`src/rtl/rtg_pkg.sv`:
```
package rtg_pkg;
    localparam int NREG = 9;
    localparam int AW   = $clog2(NREG);

    localparam int RI_H_TOTAL     = 0;
    localparam int RI_H_SYNC_END  = 1;
    localparam int RI_H_ACT_START = 2;
    localparam int RI_H_ACT_END   = 3;
    localparam int RI_V_TOTAL     = 4;
    localparam int RI_V_SYNC_END  = 5;
    localparam int RI_V_ACT_START = 6;
    localparam int RI_V_ACT_END   = 7;
    localparam int RI_V_EVENT     = 8;

    typedef enum logic {
        ST_OFF = 1'b0,
        ST_RUN = 1'b1
    } rtg_state_e;
endpackage

```
`src/rtl/rtg_regs.sv`:
```
module rtg_regs
    import rtg_pkg::*;
#(
    parameter int                   CW       = 12,
    parameter logic [NREG*CW-1:0]   DEFAULTS = '0
) (
    input  logic                 clk,
    input  logic                 rst_n,
    input  logic                 wr_en,
    input  logic [AW-1:0]        wr_addr,
    input  logic [CW-1:0]        wr_data,
    input  logic                 load,
    output logic [NREG*CW-1:0]   live
);
    logic [NREG*CW-1:0] shadow_q;

    for (genvar i = 0; i < NREG; i++) begin : g_reg
        // Shadow copy: written by software at any time.
        always_ff @(posedge clk or negedge rst_n) begin
            if (!rst_n) begin
                shadow_q[i*CW +: CW] <= DEFAULTS[i*CW +: CW];
            end else if (wr_en && (wr_addr == AW'(i))) begin
                shadow_q[i*CW +: CW] <= wr_data;
            end
        end

        // Live copy: follows the shadow only when the controller allows it.
        always_ff @(posedge clk or negedge rst_n) begin
            if (!rst_n) begin
                live[i*CW +: CW] <= DEFAULTS[i*CW +: CW];
            end else if (load) begin
                live[i*CW +: CW] <= shadow_q[i*CW +: CW];
            end
        end
    end
endmodule

```
`src/rtl/rtg_axis_counter.sv`:
```
module rtg_axis_counter #(
    parameter int CW = 12
) (
    input  logic          clk,
    input  logic          rst_n,
    input  logic          clr,
    input  logic          step,
    input  logic [CW-1:0] total,
    output logic [CW-1:0] cnt,
    output logic          wrap
);
    logic [CW-1:0] last;

    assign last = total - CW'(1);
    assign wrap = step && (cnt == last);

    always_ff @(posedge clk or negedge rst_n) begin
        if (!rst_n) begin
            cnt <= '0;
        end else if (clr) begin
            cnt <= '0;
        end else if (step) begin
            cnt <= wrap ? '0 : cnt + CW'(1);
        end
    end
endmodule

```
`src/rtl/rtg_axis_decode.sv`:
```
module rtg_axis_decode #(
    parameter int CW = 12
) (
    input  logic [CW-1:0] cnt,
    input  logic [CW-1:0] sync_end,
    input  logic [CW-1:0] act_start,
    input  logic [CW-1:0] act_end,
    output logic          in_sync,
    output logic          in_act,
    output logic [CW-1:0] offs
);
    assign in_sync = (cnt < sync_end);
    assign in_act  = (cnt >= act_start) && (cnt < act_end);
    assign offs    = cnt - act_start;
endmodule

```
`src/rtl/raster_timing_gen.sv`:
```
module raster_timing_gen
    import rtg_pkg::*;
#(
    parameter int CW          = 12,
    parameter int H_TOTAL     = 28,
    parameter int H_SYNC_END  = 4,
    parameter int H_ACT_START = 7,
    parameter int H_ACT_END   = 23,
    parameter int V_TOTAL     = 13,
    parameter int V_SYNC_END  = 2,
    parameter int V_ACT_START = 4,
    parameter int V_ACT_END   = 10,
    parameter int V_EVENT     = 10
) (
    input  logic          clk,
    input  logic          rst_n,
    input  logic          enable,
    input  logic          hs_pol,
    input  logic          vs_pol,
    input  logic          blank_pol,
    input  logic          wr_en,
    input  logic [AW-1:0] wr_addr,
    input  logic [CW-1:0] wr_data,
    output logic          hsync,
    output logic          vsync,
    output logic          blank,
    output logic          de,
    output logic [CW-1:0] pix_x,
    output logic [CW-1:0] pix_y,
    output logic          vevent_irq
);
    // Register defaults packed with index 0 at the least significant slot.
    localparam logic [NREG*CW-1:0] DEFAULTS = {
        CW'(V_EVENT), CW'(V_ACT_END), CW'(V_ACT_START), CW'(V_SYNC_END),
        CW'(V_TOTAL), CW'(H_ACT_END), CW'(H_ACT_START), CW'(H_SYNC_END),
        CW'(H_TOTAL)
    };

    rtg_state_e         state_q, state_d;
    logic               run;
    logic               load;
    logic [NREG*CW-1:0] cfg;

    logic [CW-1:0] cfg_htotal, cfg_hsync, cfg_hstart, cfg_hend;
    logic [CW-1:0] cfg_vtotal, cfg_vsync, cfg_vstart, cfg_vend, cfg_vevent;

    logic [CW-1:0] hcnt, vcnt;
    logic          h_wrap, v_wrap;
    logic          h_sync, h_act, v_sync, v_act;
    logic [CW-1:0] h_offs, v_offs;

    assign cfg_htotal = cfg[RI_H_TOTAL*CW     +: CW];
    assign cfg_hsync  = cfg[RI_H_SYNC_END*CW  +: CW];
    assign cfg_hstart = cfg[RI_H_ACT_START*CW +: CW];
    assign cfg_hend   = cfg[RI_H_ACT_END*CW   +: CW];
    assign cfg_vtotal = cfg[RI_V_TOTAL*CW     +: CW];
    assign cfg_vsync  = cfg[RI_V_SYNC_END*CW  +: CW];
    assign cfg_vstart = cfg[RI_V_ACT_START*CW +: CW];
    assign cfg_vend   = cfg[RI_V_ACT_END*CW   +: CW];
    assign cfg_vevent = cfg[RI_V_EVENT*CW     +: CW];

    // ---------------- controller: state register ----------------
    always_ff @(posedge clk or negedge rst_n) begin
        if (!rst_n) begin
            state_q <= ST_OFF;
        end else begin
            state_q <= state_d;
        end
    end

    // ---------------- controller: next state ----------------
    always_comb begin
        state_d = state_q;
        unique case (state_q)
            ST_OFF:  state_d = enable ? ST_RUN : ST_OFF;
            ST_RUN:  state_d = enable ? ST_RUN : ST_OFF;
            default: state_d = ST_OFF;
        endcase
    end

    assign run  = (state_q == ST_RUN);
    // Live timing follows the shadow while stopped, and at the frame origin while running.
    assign load = !run || (h_wrap && v_wrap);

    rtg_regs #(
        .CW       (CW),
        .DEFAULTS (DEFAULTS)
    ) u_regs (
        .clk     (clk),
        .rst_n   (rst_n),
        .wr_en   (wr_en),
        .wr_addr (wr_addr),
        .wr_data (wr_data),
        .load    (load),
        .live    (cfg)
    );

    rtg_axis_counter #(.CW(CW)) u_hcnt (
        .clk   (clk),
        .rst_n (rst_n),
        .clr   (!run),
        .step  (run),
        .total (cfg_htotal),
        .cnt   (hcnt),
        .wrap  (h_wrap)
    );

    rtg_axis_counter #(.CW(CW)) u_vcnt (
        .clk   (clk),
        .rst_n (rst_n),
        .clr   (!run),
        .step  (h_wrap),
        .total (cfg_vtotal),
        .cnt   (vcnt),
        .wrap  (v_wrap)
    );

    rtg_axis_decode #(.CW(CW)) u_hdec (
        .cnt       (hcnt),
        .sync_end  (cfg_hsync),
        .act_start (cfg_hstart),
        .act_end   (cfg_hend),
        .in_sync   (h_sync),
        .in_act    (h_act),
        .offs      (h_offs)
    );

    rtg_axis_decode #(.CW(CW)) u_vdec (
        .cnt       (vcnt),
        .sync_end  (cfg_vsync),
        .act_start (cfg_vstart),
        .act_end   (cfg_vend),
        .in_sync   (v_sync),
        .in_act    (v_act),
        .offs      (v_offs)
    );

    // ---------------- controller: outputs ----------------
    always_comb begin
        hsync      = ~hs_pol;
        vsync      = ~vs_pol;
        blank      = ~blank_pol;
        de         = 1'b0;
        pix_x      = '0;
        pix_y      = '0;
        vevent_irq = 1'b0;
        unique case (state_q)
            ST_OFF: begin
                // all strobes parked at their inactive levels
            end
            ST_RUN: begin
                de         = h_act && v_act;
                hsync      = h_sync ? hs_pol : ~hs_pol;
                vsync      = v_sync ? vs_pol : ~vs_pol;
                blank      = (h_act && v_act) ? ~blank_pol : blank_pol;
                pix_x      = (h_act && v_act) ? h_offs : '0;
                pix_y      = (h_act && v_act) ? v_offs : '0;
                vevent_irq = (hcnt == '0) && (vcnt == cfg_vevent);
            end
            default: begin
            end
        endcase
    end
endmodule

```
`config.mk`:
```
export PLATFORM = sky130hd
export DESIGN_NAME = raster_timing_gen
export DESIGN_NICKNAME = d
export VERILOG_FILES = /design/src/rtl/rtg_pkg.sv /design/src/rtl/rtg_regs.sv /design/src/rtl/rtg_axis_counter.sv /design/src/rtl/rtg_axis_decode.sv /design/src/rtl/raster_timing_gen.sv
export SDC_FILE = /design/constraint.sdc
export NUM_CORES = 1
export LEC_CHECK = 0
export BUFFER_PORTS_ARGS = -buffer_cell sky130_fd_sc_hd__buf_2
export CAP_MARGIN = 20
export CORE_MARGIN = 2
export CORE_UTILIZATION = 45
export CTS_CLUSTER_DIAMETER = 40
export DETAILED_ROUTE_END_ITERATION = 10
export PLACE_DENSITY = 0.7
export SYNTH_ARGS = -nofsm -noshare
export SYNTH_HDL_FRONTEND = slang
export SYNTH_SLANG_ARGS = --single-unit
```
`constraint.sdc`:
```
create_clock -name clk -period 10 [get_ports clk]
set_clock_uncertainty 0.05 [all_clocks]
set_input_delay 1 -clock clk [delete_from_list [all_inputs] [get_ports clk]]
set_output_delay 1 -clock clk [all_outputs]
set_load 0.1 [all_outputs]
```
* Word-level counts from Yosys, hierarchy flattened
Index checks and enable logic that the tools add are counted.
Storage, ports and cells: register bits 241, input port bits 23, output and inout port bits 29, word-level logic and storage cells 86
Operators by class: add/subtract/negate cells 6, magnitude comparators 6, eq/ne operators 12, mux-type cells 18, bitwise gates (word level) 3, reduce and logical (&&, ||, !) cells 20
Operators with widths (number):
- 12-bit 2-to-1 mux | 9
- 12-bit less-than comparator | 4
- 12-bit equality test | 3
- 12-bit by 1-bit adder with 12-bit output (second input constant) | 2
- 12-bit >= comparator | 2
- 12-bit by 1-bit subtractor with 12-bit output (second input constant) | 2
- 12-bit subtractor | 2
- 4-bit by 3-bit equality test with 1-bit output (second input constant) | 4
- 1-bit logical AND | 16
- 12-bit zero test | 1
- 1-bit 2-to-1 mux | 9
- 4-bit by 2-bit equality test with 1-bit output (second input constant) | 2
- 4-bit by 1-bit equality test with 1-bit output (second input constant) | 1
- 4-bit equality test (second input constant) | 1
- 4-bit zero test | 1
- 1-bit NOT | 3
- 2-bit by 1-bit inequality test with 1-bit output (second input constant) | 1
- 1-bit zero test | 1
- 1-bit logical OR | 1

* Longest topological paths before layout
depth after elaboration 7, mapped depth 13, depth with buffers taken out 11

* Cells and area by module
A second synthesis with hierarchy kept.
Second synthesis, totals: cells, all modules 1102, area total of the unflattened synthesis 13093.8 um^2
Modules (own cells, without submodules):
- rtg_regs | instances 1, cells an instance 466, area each 8151.6 um^2, sequential area each 5455.2 um^2
- rtg_axis_decode at u_hdec | instances 1, cells an instance 169, area each 1232.4 um^2, sequential area each 0.0 um^2
- rtg_axis_counter at u_vcnt | instances 1, cells an instance 136, area each 1152.4 um^2, sequential area each 300.3 um^2
- rtg_axis_decode at u_vdec | instances 1, cells an instance 160, area each 1134.8 um^2, sequential area each 0.0 um^2
- rtg_axis_counter at u_hcnt | instances 1, cells an instance 112, area each 993.5 um^2, sequential area each 300.3 um^2
- raster_timing_gen | instances 1, cells an instance 59, area each 429.2 um^2, sequential area each 25.0 um^2

* Worst setup path before layout
Ideal clock, no wire load.
path type reg-to-output, start reg u_vcnt.cnt[0], end out pix_x[3], arrival time 4.470 ns, data required time 8.950 ns, setup slack 4.480 ns, cell stages (with the launch flop) 14, path buffers 2, path through dfrtp_1 -> clkbuf_1 -> inv_1 -> ha_1 -> inv_1 -> fa_1 -> a21o_1 -> a21oi_1 -> nor2_1 -> o41ai_1 -> a211oi_1 -> nand4_1 -> clkbuf_1 -> nor3b_1
Between the ends: cells in the longest elaborated chain, start to end 5, elaborated cells between the ends (all ways) 6, classes of those cells order compare: 2; mux: 2; reduce/logical: 2
Ends and longest elaborated chain:
- from (decl) | RTL line rtg_axis_counter.sv:9 | output logic [CW-1:0] cnt,
- from (signal assigned) | RTL line rtg_axis_counter.sv:23 | cnt <= wrap ? '0 : cnt + CW'(1);
- 12-bit >= comparator / 12-bit less-than comparator (equally long branches) | RTL line rtg_axis_decode.sv:13 | assign in_act = (cnt >= act_start) && (cnt < act_end);
- 1-bit logical AND * | RTL line rtg_axis_decode.sv:13
- 1-bit logical AND * | RTL line raster_timing_gen.sv:156 | pix_x = (h_act && v_act) ? h_offs : '0;
- 12-bit 2-to-1 mux * | RTL line raster_timing_gen.sv:156
- 12-bit 2-to-1 mux * | RTL line raster_timing_gen.sv:147 | unique case (state_q)
- to (decl) | RTL line raster_timing_gen.sv:28 | output logic [CW-1:0] pix_x,
Every way passes the cells marked *; elsewhere a longest branch is shown, timed or not.

* Final worst setup path
start reg u_vcnt.cnt[0], end out pix_x[6]
The elaborated chain is that of the path after synthesis.

==> metrics.md <==
| Metric | Value |
|---|---|
| Worst Setup Start Kind | flop |
| Total CTS buffers | 36 |
| Async SR Flop Fraction | 100.0% |
| Most common cell in the netlist | dfrtp_1 |
| WHS | 0.4360 ns |
| CTS Hold Bufs | 0 |
| Worst rel slew slack | 34.22% |
| Starting Density | 45.91% |
| Max-Cap Viols | 0 |
| Ys Warns | 0 |
| Setup bufs post-CTS | 0 |
| Final GP Congestion | 0.8442 |
| CTS max path bufs | 3 |
| Detail Placement HPWL | 20.58 mm |
| CP delay by family, top | compound AO/OA/AOI/OAI gates |
| # resized after CTS | 0 |
| RSZ-0062 raised after global routing | no |
| Synth Area in Simple Gates | 10.32% |
| Synth area leader | dfrtp_1 |
| Final Hold Viols | 0 |
| Initial antenna violation count | 0 |
| Pwr per Cell Area | 230.1 nW/um^2 |
| CP bufs+invs | 3 |
| Critical Path Max Stage Delay | 0.68 ns |
| H-Tree Depth | 2 |
| Post-synth cell types | 64 |
| Setup Viol. Count Final | 0 |
| Global-route wire length before repair | 49.58 mm |
| Worst EP arrival | 4.39 ns |
| Layout cells sized above 1 | 31.19% |
| Syn Area/Cell | 11.69 sq um |
| Vias in the first global route | 8807 |
| Starting DRC count in detailed routing | 576 |
| Routed Wire Length | 30.32 mm |
| CP endpoint kind | output pin |
| CTS tree | yes |
| Port Buf Inserts | 51 |
| Vias/cell | 5.548 |
| Number of instances in the placed design | 1494 |
| Register area share after synthesis | 47.55% |
| Xor/xnor share of the synthesized area | 4.315% |
| Pleak | 6.705 nW |
| DR vias | 8660 |
| Gate count after technology mapping | 1094 |
| Slowest CP cell | nand4_1 |
| Crit-path cells | inv_1, ha_1, inv_1, fa_1, a21o_1, a21oi_1, nor2_1, o41ai_1, a211oi_1, nand4_1, nor2_1, buf_2 |
| TNS Setup | 0 ns |
| Adder-Cell Fraction of Synth Area | 7.455% |
| Core area | 27860 sq um |
| Synth Area in Compound Gates | 7.172% |
| Fin crit share | 54.36% |
| Total clock sinks | 241 |
| Worst-Skew Late Latency | 0.52 ns |
| Drt drc | 0 |
| Die H | 172.6 um |
| Syn_nets | 1192 |
| Synth area leaders | dfrtp_1 39%, mux2_2 17%, dfstp_2 8.2% |
| Mean routed wirelength per cell | 19.43 um |
| Main synth FF type | dfrtp_1 |
| Synthesis-stage register bit count | 241 |
| Post-synth top area share | 39.33% |
| Worst-margin pin slew | 0.9867 ns |
| Area Overhead vs Synth | 14.66% |
| Fin crit period | 5.436 ns |
| Syn Std Cell Area | 12790 sq um |
| Max-slew violations | 0 |
| Status | finished clean |
| Pin count of the biggest net entering global routing | 128 |
| FMAX | 184.0 MHz |
| Mux share of post-synthesis cell area | 19.02% |
| Worst Hold Class | reg2reg |
| Non-filler cells, final | 1561 |
| Crit path kind | reg2out |
| I/O Pins | 52 |
| Critical Path RT | 8.95 ns |
| Gr ovfl total | 0 |
| Die Wd | 172.6 um |
| Largest family of logic cells by synthesized area | multiplexers |
| Final #Nets | 1253 |
| Number of synthesized flops with an enable pin | 0 |
| ANT nets after route | 0 |
| Worst-path maximum fanout | 23 |
| DRT Pass-1 Iters | 4 |
| GRT Overall Usage | 20.97% |
| CTS Root Cell | clkbuf_16 |
| Ant diodes | 0 |
| Die ar. | 29780 sq um |
| Clk slew on worst S/H paths | 0.06 ns |
| Row cnt | 61 |
| Commonest cells in the netlist | 201 x dfrtp_1, 195 x mux2_2, 88 x inv_1 |
| Max VDD drop | 0.1180 mV |
-- area by class of cell --
class	count	area [sq um]
fillers	2461	13200
multi-input cells	728	6185
flip-flops and latches	241	6081
clock buffers	45	996.0
well taps	378	473.0
repair buffers	60	336.6
inverters	88	330.3
clock inverters	21	261.5
-- final timing paths --
kind / from / endpoint / slack [ns] / cells after the start
max in group asynchronous: rst_n / u_regs.shadow_q[92] / 8.05 / 2
hold reg to reg: u_regs.live[13] / u_regs.live[13] / 0.44 / 1
setup / recovery: u_vcnt.cnt[0] / pix_x[6] / 4.56 / 12
min in group asynchronous: rst_n / u_regs.live[27] / 0.51 / 1
setup reg to reg: u_regs.live[0] / u_regs.live[44] / 5.30 / 10
hold / removal: u_regs.live[13] / u_regs.live[13] / 0.44 / 1
-- kinds of logic after synthesis --
kind of cell	after synthesis
mux	216
xor+xnor	63
simple gates	236
fa+ha+maj	75
buf+inv	125
compound gates	138
flops	241
-- state kept, by name (all words and copies together), names as in the netlist --
signal,count
u_regs.live,108
u_regs.shadow_q,108
u_hcnt.cnt,12
u_vcnt.cnt,12
run,1
-- report_power, final --
group / switching [W] / internal (W) / total, W
sequential: 0.000152 / 0.00123 / 0.00138
combinational: 0.000346 / 0.000353 / 0.000698
clock: 0.000471 / 0.000822 / 0.00129
-- layout by cell type (no fill, tap or decap), types with 4 or more instances in the layout --
cell and instances:
a211oi_1 6, a21o_1 17, a21oi_1 41, a31oi_1 5, and3_1 14, buf_2 50, buf_4 8, bufinv_16 4
clkbuf_1 4, clkbuf_16 37, clkbuf_8 4, clkinvlp_4 5, dfrtp_1 201, dfstp_2 40, ha_1 73, inv_1 88
inv_6 5, mux2_1 21, mux2_2 195, nand2_1 19, nand2b_1 10, nand3_1 26, nand4_1 17, nor2_1 46
nor2b_1 13, nor3_1 23, nor3b_1 6, nor4_1 9, nor4b_1 4, o21a_1 5, o21ai_0 30, o31ai_1 4
or3_1 19, or4_1 8, xnor2_1 38, xor2_1 25
-- metrics by stage --
stage                     total power [W]  util (%)  setup WS (ns)  cell area, sq um
after floorplan                  0.001892         -          4.480             12790
after global placement           0.002062     48.08          5.146             13390
after detailed placement         0.002093     48.08          5.085             13390
after CTS                        0.003405     52.59          4.524             14650
after global routing             0.003564     52.63          4.166             14660
final                            0.003374     52.63          4.564             14660
-- routing by layer --
layer	wire [um]	share of wire, %	GRT usage, %	up-vias
li1	-	-	-	4060
met1	14590	48	30.33	4356
met2	13420	44	31.58	198
met3	1578	5.2	4.573	46
met4	737	2.4	6.375	0
met5	0	0	0	-
Power figures use the tool's default switching activity.
